==> config.mk <==
export PLATFORM = sky130hd
export DESIGN_NAME = cmt_timer
export DESIGN_NICKNAME = d
export VERILOG_FILES = /design/src/rtl/cmt_pkg.sv /design/src/rtl/cmt_prescaler.sv /design/src/rtl/cmt_edge_sync.sv /design/src/rtl/cmt_pin_ctl.sv /design/src/rtl/cmt_timer.sv
export SDC_FILE = /design/constraint.sdc
export NUM_CORES = 1
export LEC_CHECK = 0
export ABC_AREA = 1
export BUFFER_PORTS_ARGS = -buffer_cell sky130_fd_sc_hd__clkbuf_2
export CORE_ASPECT_RATIO = 0.9
export CORE_MARGIN = 2
export CORE_UTILIZATION = 40
export DETAILED_ROUTE_END_ITERATION = 16
export HOLD_SLACK_MARGIN = 0.1
export PLACE_DENSITY = 0.69
export SYNTH_ARGS = -nofsm -noshare
export SYNTH_HDL_FRONTEND = slang
export SYNTH_SLANG_ARGS = --single-unit
==> constraint.sdc <==
create_clock -name clk_i -period 1.9 [get_ports clk_i]
set_clock_uncertainty 0.1 [all_clocks]
set_input_delay 0.19 -clock clk_i [delete_from_list [all_inputs] [get_ports clk_i]]
set_output_delay 0.19 -clock clk_i [all_outputs]
set_load 0.02 [all_outputs]
==> src/rtl/cmt_pkg.sv <==
package cmt_pkg;
  localparam int unsigned DATA_W = 8;
  localparam int unsigned ADDR_W = 3;

  typedef enum logic [ADDR_W-1:0] {
    ADDR_CTRL = 3'd0,
    ADDR_STAT = 3'd1,
    ADDR_CNT  = 3'd2,
    ADDR_TCA  = 3'd3,
    ADDR_TCB  = 3'd4
  } reg_addr_e;

  typedef enum logic [1:0] {
    PIN_KEEP   = 2'b00,
    PIN_LOW    = 2'b01,
    PIN_HIGH   = 2'b10,
    PIN_TOGGLE = 2'b11
  } pin_act_e;

  localparam logic [DATA_W-1:0] TC_RST = '1;
endpackage

==> src/rtl/cmt_prescaler.sv <==
module cmt_prescaler #(
  parameter int unsigned PRE_W  = 10,
  parameter int unsigned TAP_LO = 2,
  parameter int unsigned TAP_MD = 5,
  parameter int unsigned TAP_HI = 9
) (
  input  logic       clk_i,
  input  logic       rst_ni,
  output logic [2:0] tick_o
);
  localparam int unsigned TAPS [3] = '{TAP_LO, TAP_MD, TAP_HI};

  logic [PRE_W-1:0] div_q;

  always_ff @(posedge clk_i or negedge rst_ni) begin
    if (!rst_ni) div_q <= '0;
    else         div_q <= div_q + 1'b1;
  end

  // all low bits up to the tap at 1: the tap falls on the next edge
  for (genvar g = 0; g < 3; g++) begin : g_tap
    logic tick_q;
    always_ff @(posedge clk_i or negedge rst_ni) begin
      if (!rst_ni) tick_q <= 1'b0;
      else         tick_q <= &div_q[TAPS[g]:0];
    end
    assign tick_o[g] = tick_q;
  end
endmodule

==> src/rtl/cmt_edge_sync.sv <==
module cmt_edge_sync #(
  parameter int unsigned STAGES = 2
) (
  input  logic clk_i,
  input  logic rst_ni,
  input  logic async_i,
  output logic rise_o,
  output logic fall_o
);
  logic [STAGES:0] sh_q;

  always_ff @(posedge clk_i or negedge rst_ni) begin
    if (!rst_ni) sh_q <= '0;
    else         sh_q <= {sh_q[STAGES-1:0], async_i};
  end

  assign rise_o =  sh_q[STAGES-1] & ~sh_q[STAGES];
  assign fall_o = ~sh_q[STAGES-1] &  sh_q[STAGES];
endmodule

==> src/rtl/cmt_pin_ctl.sv <==
module cmt_pin_ctl
  import cmt_pkg::*;
(
  input  logic       clk_i,
  input  logic       rst_ni,
  input  logic       match_a_i,
  input  logic       match_b_i,
  input  logic [1:0] sel_a_i,
  input  logic [1:0] sel_b_i,
  output logic       pin_o
);
  pin_act_e act;
  logic     pin_q;

  always_comb begin
    if (match_b_i)      act = pin_act_e'(sel_b_i);
    else if (match_a_i) act = pin_act_e'(sel_a_i);
    else                act = PIN_KEEP;
  end

  always_ff @(posedge clk_i or negedge rst_ni) begin
    if (!rst_ni) pin_q <= 1'b0;
    else begin
      unique case (act)
        PIN_LOW:    pin_q <= 1'b0;
        PIN_HIGH:   pin_q <= 1'b1;
        PIN_TOGGLE: pin_q <= ~pin_q;
        default:    pin_q <= pin_q;
      endcase
    end
  end

  assign pin_o = pin_q;
endmodule

==> src/rtl/cmt_timer.sv <==
module cmt_timer
  import cmt_pkg::*;
#(
  parameter int unsigned PRE_W  = 10,
  parameter int unsigned TAP_LO = 2,
  parameter int unsigned TAP_MD = 5,
  parameter int unsigned TAP_HI = PRE_W - 1
) (
  input  logic              clk_i,
  input  logic              rst_ni,
  input  logic [ADDR_W-1:0] addr_i,
  input  logic              wr_i,
  input  logic              rd_i,
  input  logic [DATA_W-1:0] wdata_i,
  output logic [DATA_W-1:0] rdata_o,
  input  logic              ext_clk_i,
  output logic              tmo_o
);
  localparam int unsigned FB = 7, FA = 6, FO = 5;

  logic [2:0]        clk_sel_q;
  logic [DATA_W-1:0] cnt_q, tca_q, tcb_q, cnt_inc;
  logic [3:0]        os_q;
  logic              flag_a_q, flag_b_q, flag_o_q;
  logic [2:0]        arm_q;
  logic [2:0]        pre_tick;
  logic              ext_rise, ext_fall, tick;
  logic              wr_ctrl, wr_stat, wr_cnt, wr_tca, wr_tcb, rd_stat;
  logic              step, set_a, set_b, set_o;
  logic              clr_a, clr_b, clr_o;

  cmt_prescaler #(
    .PRE_W (PRE_W), .TAP_LO(TAP_LO), .TAP_MD(TAP_MD), .TAP_HI(TAP_HI)
  ) i_pre (
    .clk_i (clk_i), .rst_ni(rst_ni), .tick_o(pre_tick)
  );

  cmt_edge_sync #(.STAGES(2)) i_sync (
    .clk_i  (clk_i), .rst_ni(rst_ni), .async_i(ext_clk_i),
    .rise_o (ext_rise), .fall_o(ext_fall)
  );

  always_comb begin
    unique case (clk_sel_q)
      3'b001:  tick = pre_tick[0];
      3'b010:  tick = pre_tick[1];
      3'b011:  tick = pre_tick[2];
      3'b101:  tick = ext_rise;
      3'b110:  tick = ext_fall;
      3'b111:  tick = ext_rise | ext_fall;
      default: tick = 1'b0;
    endcase
  end

  assign wr_ctrl = wr_i && (addr_i == ADDR_CTRL);
  assign wr_stat = wr_i && (addr_i == ADDR_STAT);
  assign wr_cnt  = wr_i && (addr_i == ADDR_CNT);
  assign wr_tca  = wr_i && (addr_i == ADDR_TCA);
  assign wr_tcb  = wr_i && (addr_i == ADDR_TCB);
  assign rd_stat = rd_i && (addr_i == ADDR_STAT);

  // a software counter write overrides the count step
  assign cnt_inc = cnt_q + 1'b1;
  assign step    = tick && !wr_cnt;
  assign set_a   = step && (cnt_inc == tca_q);
  assign set_b   = step && (cnt_inc == tcb_q);
  assign set_o   = step && (&cnt_q);

  assign clr_a = wr_stat && arm_q[1] && !wdata_i[FA];
  assign clr_b = wr_stat && arm_q[2] && !wdata_i[FB];
  assign clr_o = wr_stat && arm_q[0] && !wdata_i[FO];

  always_ff @(posedge clk_i or negedge rst_ni) begin
    if (!rst_ni) begin
      clk_sel_q <= '0;
      cnt_q     <= '0;
      tca_q     <= TC_RST;
      tcb_q     <= TC_RST;
      os_q      <= '0;
    end else begin
      if (wr_ctrl) clk_sel_q <= wdata_i[2:0];
      if (wr_tca)  tca_q     <= wdata_i;
      if (wr_tcb)  tcb_q     <= wdata_i;
      if (wr_stat) os_q      <= wdata_i[3:0];
      if (wr_cnt)    cnt_q <= wdata_i;
      else if (tick) cnt_q <= cnt_inc;
    end
  end

  // set beats clear; a clear needs a prior read that saw the flag high
  always_ff @(posedge clk_i or negedge rst_ni) begin
    if (!rst_ni) begin
      flag_a_q <= 1'b0;
      flag_b_q <= 1'b0;
      flag_o_q <= 1'b0;
      arm_q    <= '0;
    end else begin
      flag_a_q <= set_a | (flag_a_q & ~clr_a);
      flag_b_q <= set_b | (flag_b_q & ~clr_b);
      flag_o_q <= set_o | (flag_o_q & ~clr_o);
      if (wr_stat)      arm_q <= '0;
      else if (rd_stat) arm_q <= arm_q | {flag_b_q, flag_a_q, flag_o_q};
    end
  end

  cmt_pin_ctl i_pin (
    .clk_i    (clk_i),
    .rst_ni   (rst_ni),
    .match_a_i(set_a),
    .match_b_i(set_b),
    .sel_a_i  (os_q[1:0]),
    .sel_b_i  (os_q[3:2]),
    .pin_o    (tmo_o)
  );

  always_comb begin
    unique case (addr_i)
      ADDR_CTRL: rdata_o = {5'b0, clk_sel_q};
      ADDR_STAT: rdata_o = {flag_b_q, flag_a_q, flag_o_q, 1'b1, os_q};
      ADDR_CNT:  rdata_o = cnt_q;
      ADDR_TCA:  rdata_o = tca_q;
      ADDR_TCB:  rdata_o = tcb_q;
      default:   rdata_o = '0;
    endcase
  end
endmodule

After elaboration in Yosys (flattened, before gate mapping). Index checks and enable logic that the tools add are counted.

Flip-flop bits (word level): 54. Output and inout bits: 9.

Add/subtract/negate cells: 2. Reduce and logical (&&, ||, !) cells: 28. Equal/unequal tests: 15. Bitwise logic cells: 16. Multiplexer cells: 9.

Operators by type and width (number): $pmux 8 s5 (1); $eq 8x8->1 (2); $logic_and 1x1->1 (16); $mux 8 (2); $eq 3x2->1 const B (4); $eq 3x3->1 const B (4); $add 10x1->10 const B (1); $reduce_and 10->1 (1); $add 8x1->8 const B (1); $reduce_and 8->1 (1); $eq 3x1->1 const B (2); $mux 3 (2); $not 1->1 (6); $pmux 1 s6 (1); $reduce_and 6->1 (1); $and 1x1->1 (5); $eq 2x2->1 const B (2); $logic_not 1->1 (4); $mux 2 (2); $or 1x1->1 (4); $reduce_bool 2->1 (2); $logic_not 3->1 (1); $or 3x3->3 (1); $pmux 1 s3 (1); other kinds (3) (3).

Longest topological paths before layout.
Depth after elaboration: 10. Depth in mapped cells: 15. Gate-level depth less buffers: 15.

Cells and area by module. From an unflattened synthesis, not the netlist that was laid out.

Cells, all modules: 400. Area total of the unflattened synthesis: 3140.5 um^2.

By module, submodules not included: cmt_timer (times used 1, area each 2406.1 um^2, cells each 319); cmt_prescaler (times used 1, area each 573.0 um^2, cells each 61); cmt_edge_sync (times used 1, area each 90.1 um^2, cells each 7); cmt_pin_ctl (times used 1, area each 71.3 um^2, cells each 13).

Worst setup path after synthesis. OpenSTA, ideal clock, no wires.

Kind: register -> register. Start point: register i_sync.sh_q[1]. End point: register i_pin.pin_q, in the netlist i_pin.pin_o. Setup time: 0.116 ns. Clock period less this slack: 1.725 ns. Cell stages (with the launch flop): 15. Path slack: 0.175 ns. Arrival time: 1.508 ns. Path through: dfrtp_1 > inv_1 > ha_1 > nand2_1 > nand3_1 > nand2_1 > nand2_1 > nand2_1 > nand2_2 > inv_1 > nand3b_1 > nor2_1 > nand3_1 > nand2_1 > nand2_1.

Cells in the longest elaborated chain, start to end: 10. Elaborated cells between the ends (all ways): 15. Classes of those cells: 3 x eq/ne; 4 x mux; 4 x bitwise; 4 x reduce/logical.

Ends and longest elaborated chain: start: declaration (RTL line cmt_edge_sync.sv:10) `logic [STAGES:0] sh_q;`; start signal: assignment (RTL line cmt_edge_sync.sv:14) `else sh_q <= {sh_q[STAGES-1:0], async_i};`; $not 1->1 (RTL line cmt_edge_sync.sv:18) `assign fall_o = ~sh_q[STAGES-1] & sh_q[STAGES];`; $and 1x1->1 (RTL line cmt_edge_sync.sv:18); $or 1x1->1 (RTL line cmt_timer.sv:50) `3'b111: tick = ext_rise | ext_fall;`; $pmux 1 s6 (*) (RTL line cmt_timer.sv:44) `unique case (clk_sel_q)`; $logic_and 1x1->1 (*) (RTL line cmt_timer.sv:64) `assign step = tick && !wr_cnt;`; $logic_and 1x1->1 (RTL line cmt_timer.sv:65) `assign set_a = step && (cnt_inc == tca_q);`; $mux 2 (RTL line cmt_pin_ctl.sv:17) `else if (match_a_i) act = pin_act_e'(sel_a_i);`; $mux 2 (*) (RTL line cmt_pin_ctl.sv:16) `if (match_b_i) act = pin_act_e'(sel_b_i);`; $eq 2x2->1 or $eq 2x1->1 (tied branches) (RTL line cmt_pin_ctl.sv:24) `unique case (act)`; $pmux 1 s3 or $reduce_bool 3->1 (tied branches); end signal: assignment (RTL line cmt_pin_ctl.sv:27) `PIN_TOGGLE: pin_q <= ~pin_q;`; end signal: assignment (RTL line cmt_pin_ctl.sv:28) `default: pin_q <= pin_q;`; end: declaration (RTL line cmt_pin_ctl.sv:13) `logic pin_q;`.

Every way passes the cells marked *; elsewhere a longest branch is shown, timed or not. A chain may end at the register's enable or synchronous reset.

Worst setup path in the final report.
Start point: register cnt_q[0]. End point: register i_pin.pin_q, in the netlist i_pin.pin_o.

Cells in the longest elaborated chain, start to end: 7. Elaborated cells between the ends (all ways): 12. Classes of those cells: 1 x add/sub; 5 x eq/ne; 3 x mux; 3 x reduce/logical.

Ends and longest elaborated chain: start: declaration (RTL line cmt_timer.sv:22) `logic [DATA_W-1:0] cnt_q, tca_q, tcb_q, cnt_inc;`; start signal: assignment (RTL line cmt_timer.sv:85) `if (wr_cnt) cnt_q <= wdata_i;`; start signal: assignment (RTL line cmt_timer.sv:86) `else if (tick) cnt_q <= cnt_inc;`; $add 8x1->8 (*) (RTL line cmt_timer.sv:63) `assign cnt_inc = cnt_q + 1'b1;`; $eq 8x8->1 (RTL line cmt_timer.sv:65); $logic_and 1x1->1 (RTL line cmt_timer.sv:65); $mux 2 (RTL line cmt_pin_ctl.sv:17); $mux 2 (*) (RTL line cmt_pin_ctl.sv:16); $eq 2x2->1 or $eq 2x1->1 (tied branches) (RTL line cmt_pin_ctl.sv:24); $pmux 1 s3 or $reduce_bool 3->1 (tied branches).

Marked as above.

==> results.md <==
- Status: finished, final reports clean
- Post-Synth Adder-Cell Area: 2.13%
- Commonest cells in the netlist: nand2_1 (91), inv_1 (58), nand3_1 (39), dfrtp_1 (38), o21ai_0 (28)
- Main combinational cell family by area after synthesis: simple AND/OR/NAND/NOR gates
- Io pins: 25
- Initial Util: 41.6%
- Initial drt markers: 251
- Max IR drop VDD: 0.488 mV
- Net Sw Power: 1.60 mW
- Rows: 29
- GRT Overall Usage: 20.4%
- First-pass GRT wire length: 12.7 mm
- Largest net degree at the start of global routing: 55
- Design Area, Final: 3620 sq um
- Vias in the first global route: 2613
- Critical Path End Type: register
- TritonCTS Buffers: 5
- CTS tree: built
- Relative slew slack: 61.8%
- Setup CP Type: register to register
- Final period utilization: 98.8%
- Achievable Freq: 533 MHz
- Yosys top cell by area: dfrtp_1
- Sequential share of power: 41.7%
- Slowest CP cell: dfrtp_1
- Hpwl dp: 5.79 mm
- Post-route ant nets: 0
- DP Area: 3290 sq um
- Yosys cell types: 35
- Die Ht: 85.4 um
- Simple-gate share of the synthesized area: 25.6%
- Routed WL per cell: 14.9 um
- Comb power frac: 40.3%
- Avg Cell Area, Syn: 8.04 sq um
- Number of flops mapped to enable cells by yosys: 0
- R2R Setup Slk: 0.02 ns
- Layout area overhead: 22.9%
- DR pass1 iterations: 5
- H-tree levels: 2
- CP Data Required Time: 2.02 ns
- Setup TNS: 0 ns
- Mapped Cells: 366
- Crit path from: cnt_q[0]
- Reg2reg end: i_pin.pin_o
- Synthesis warning total: 0
- Max Slew Vio Count: 0
- Syn Std Cell Area: 2940 sq um
- Crit path max fanout: 8
- Fraction of registers with async set/reset: 100%
- Cell Int Power: 2.32 mW
- Count leader, synth: nand2_1
- RSZ-0062 raised after global routing: true
- Worst slew pin tran: 0.568 ns
- Later-pin clock latency in the skew report: 0.32 ns
- Register bit total from synthesis: 54
- Layout cells sized above 1: 24.9%
- WL final: 7.74 mm
- Cell breakdown of the critical path: buf_6 -> inv_2 -> nor2_4 -> nand3_1 -> nand3_1 -> nand3_1 -> nor2_2 -> nand4_1 -> nand2_1 -> inv_1 -> nand2_1 -> nand2_1
- Number of antenna violations at the first check in global routing: 0
- Xor and xnor area share after synthesis: 3.27%
- Hold WC Path Type: input pin to register
- Via density: 5.29
- Clock Sinks: 54
- Core area: 7080 sq um
- Share of the synthesized area in the top cell type: 32.3%
- Root buffer cell: clkbuf_8
- Crit path largest cell delay: 0.42 ns
- Post-route minimum period: 1.88 ns
- Clock power share: 18.0%
- Synth Flop Type: dfrtp_1
- Leakage: 1.78 nW
- Clk slew on worst S/H paths: 0.11 ns
- Clk buf depth: 2
- Max-Cap Viols: 0
- Total gr overflow: 0
- Synthesized Nets: 387
- Vias: 2740
- Final core utilization: 51.1%
- FF-to-FF path depth: 12
- Post-synthesis mux area share: 0%
- Register area share after synthesis: 46.6%
- Worst R2R Start: cnt_q[0]
- Final setup fails: 0
- Arr. time, crit path: 1.99 ns
- Post-synthesis compound-gate area fraction: 14.1%
- Final Hold Viols: 0
- Switching power share of the total: 40.8%
- Die footprint: 8060 sq um
- Critical Path Source Type: register
- Largest cells by area after synthesis: dfrtp_1 (32%), dfstp_2 (14%), nand2_1 (12%)
- Placer Congestion: 0.977
- Final #Nets: 445
- Die W: 94.4 um
- Diode count: 0
- P per Cell Area: 1090 nW/um^2
- DRC viols: 0
- Crit path to: i_pin.pin_o
- Port Buf Inserts: 24
metrics by stage:
stage | worst slack [ns] | std cells | hold WS (ns) | power (mW)
detailed placement | -0.0213 | 495 | 0.116 | 2.98
global route | -0.0914 | 518 | 0.111 | 4.20
CTS | 0.0119 | 514 | 0.107 | 3.73
finish | 0.0235 | 518 | 0.106 | 3.93
global placement | 0.0370 | 495 | 0.110 | 2.95
floorplan | 0.175 | 366 | -0.206 | 2.53
layout make-up:
cell class                 instances  area (sq um)
clock inverter                     3          28.8
inverter                          60           228
timing repair buffer              55           394
multi-input combinational        248          1410
clock buffer                       5          68.8
tap                               93           116
fill                             685          3460
sequential                        54          1380
worst min path at each step:
stage	start	end	cells past startpoint
after global routing	rd_i	arm_q[0]	5
after floorplan	rst_ni	arm_q[0]	0
after detailed placement	rst_ni	i_pre.div_q[6]	2
after global placement	rst_ni	i_pre.div_q[7]	2
final	rd_i	arm_q[0]	5
after CTS	rd_i	arm_q[0]	5
flip-flops by register name, indices dropped and copies added (netlist names):
| signal | cells |
|---|---|
| i_pre.div_q | 10 |
| cnt_q | 8 |
| tca_q | 8 |
| tcb_q | 8 |
| os_q | 4 |
| arm_q | 3 |
| clk_sel_q | 3 |
| i_pre.g_tap.tick_q | 3 |
| i_sync.sh_q | 3 |
| flag_a_q | 1 |
| flag_b_q | 1 |
| flag_o_q | 1 |
| i_pin.pin_o | 1 |
placed cells by master (no fill, tap or decap), drive strengths merged, types with 4 or more instances in the layout:
cell	count
a21oi	5
a221o	4
buf	21
clkbuf	29
dfrtp	38
dfstp	16
dlygate4sd3	10
ha	5
inv	62
nand2	95
nand3	39
nand4	5
nor2	25
o21ai	28
o221ai	7
o22ai	5
o31ai	4
xnor2	6
xor2	5
cell families after synthesis:
family | Yosys count
buffers and inverters | 64
DFF | 54
xor gates and xnor gates | 11
adders and majority gates | 5
AOI/OAI and AO/OA | 63
and+or+nand+nor | 169
what timing repair did:
item / in CTS / in global routing
endpoints found under the hold margin: 76 / 0
resized for setup: 4 / 25
pin swaps: 0 / 11
hold buffers: 10 / 0
setup endpoints to repair: 1 / 8
setup buffers: 1 / 4
power by group through the flow:
stage          logic, mW  clock network, mW  registers, mW
2_1_floorplan      0.969                  0           1.56
3_3_place_gp        1.34                  0           1.62
3_5_place_dp        1.36                  0           1.62
4_1_cts             1.40              0.725           1.60
5_1_grt             1.75              0.772           1.67
6_report            1.58              0.706           1.64
routing by layer:
layer,global-route usage [%],wire (um),vias up
met3,3.73,483,20
li1,-,-,1329
met4,7.91,224,0
met1,30.1,3600,1282
met2,29.9,3430,109
met5,0,0,-
critical path: cells and delay by family, from the launching register on:
kind	cells	cell delay [ns]
flip-flops	1	0.42
AND/OR/NAND/NOR	9	0.96
buffers and inverters	3	0.28
(Power assumes the default switching activity.)
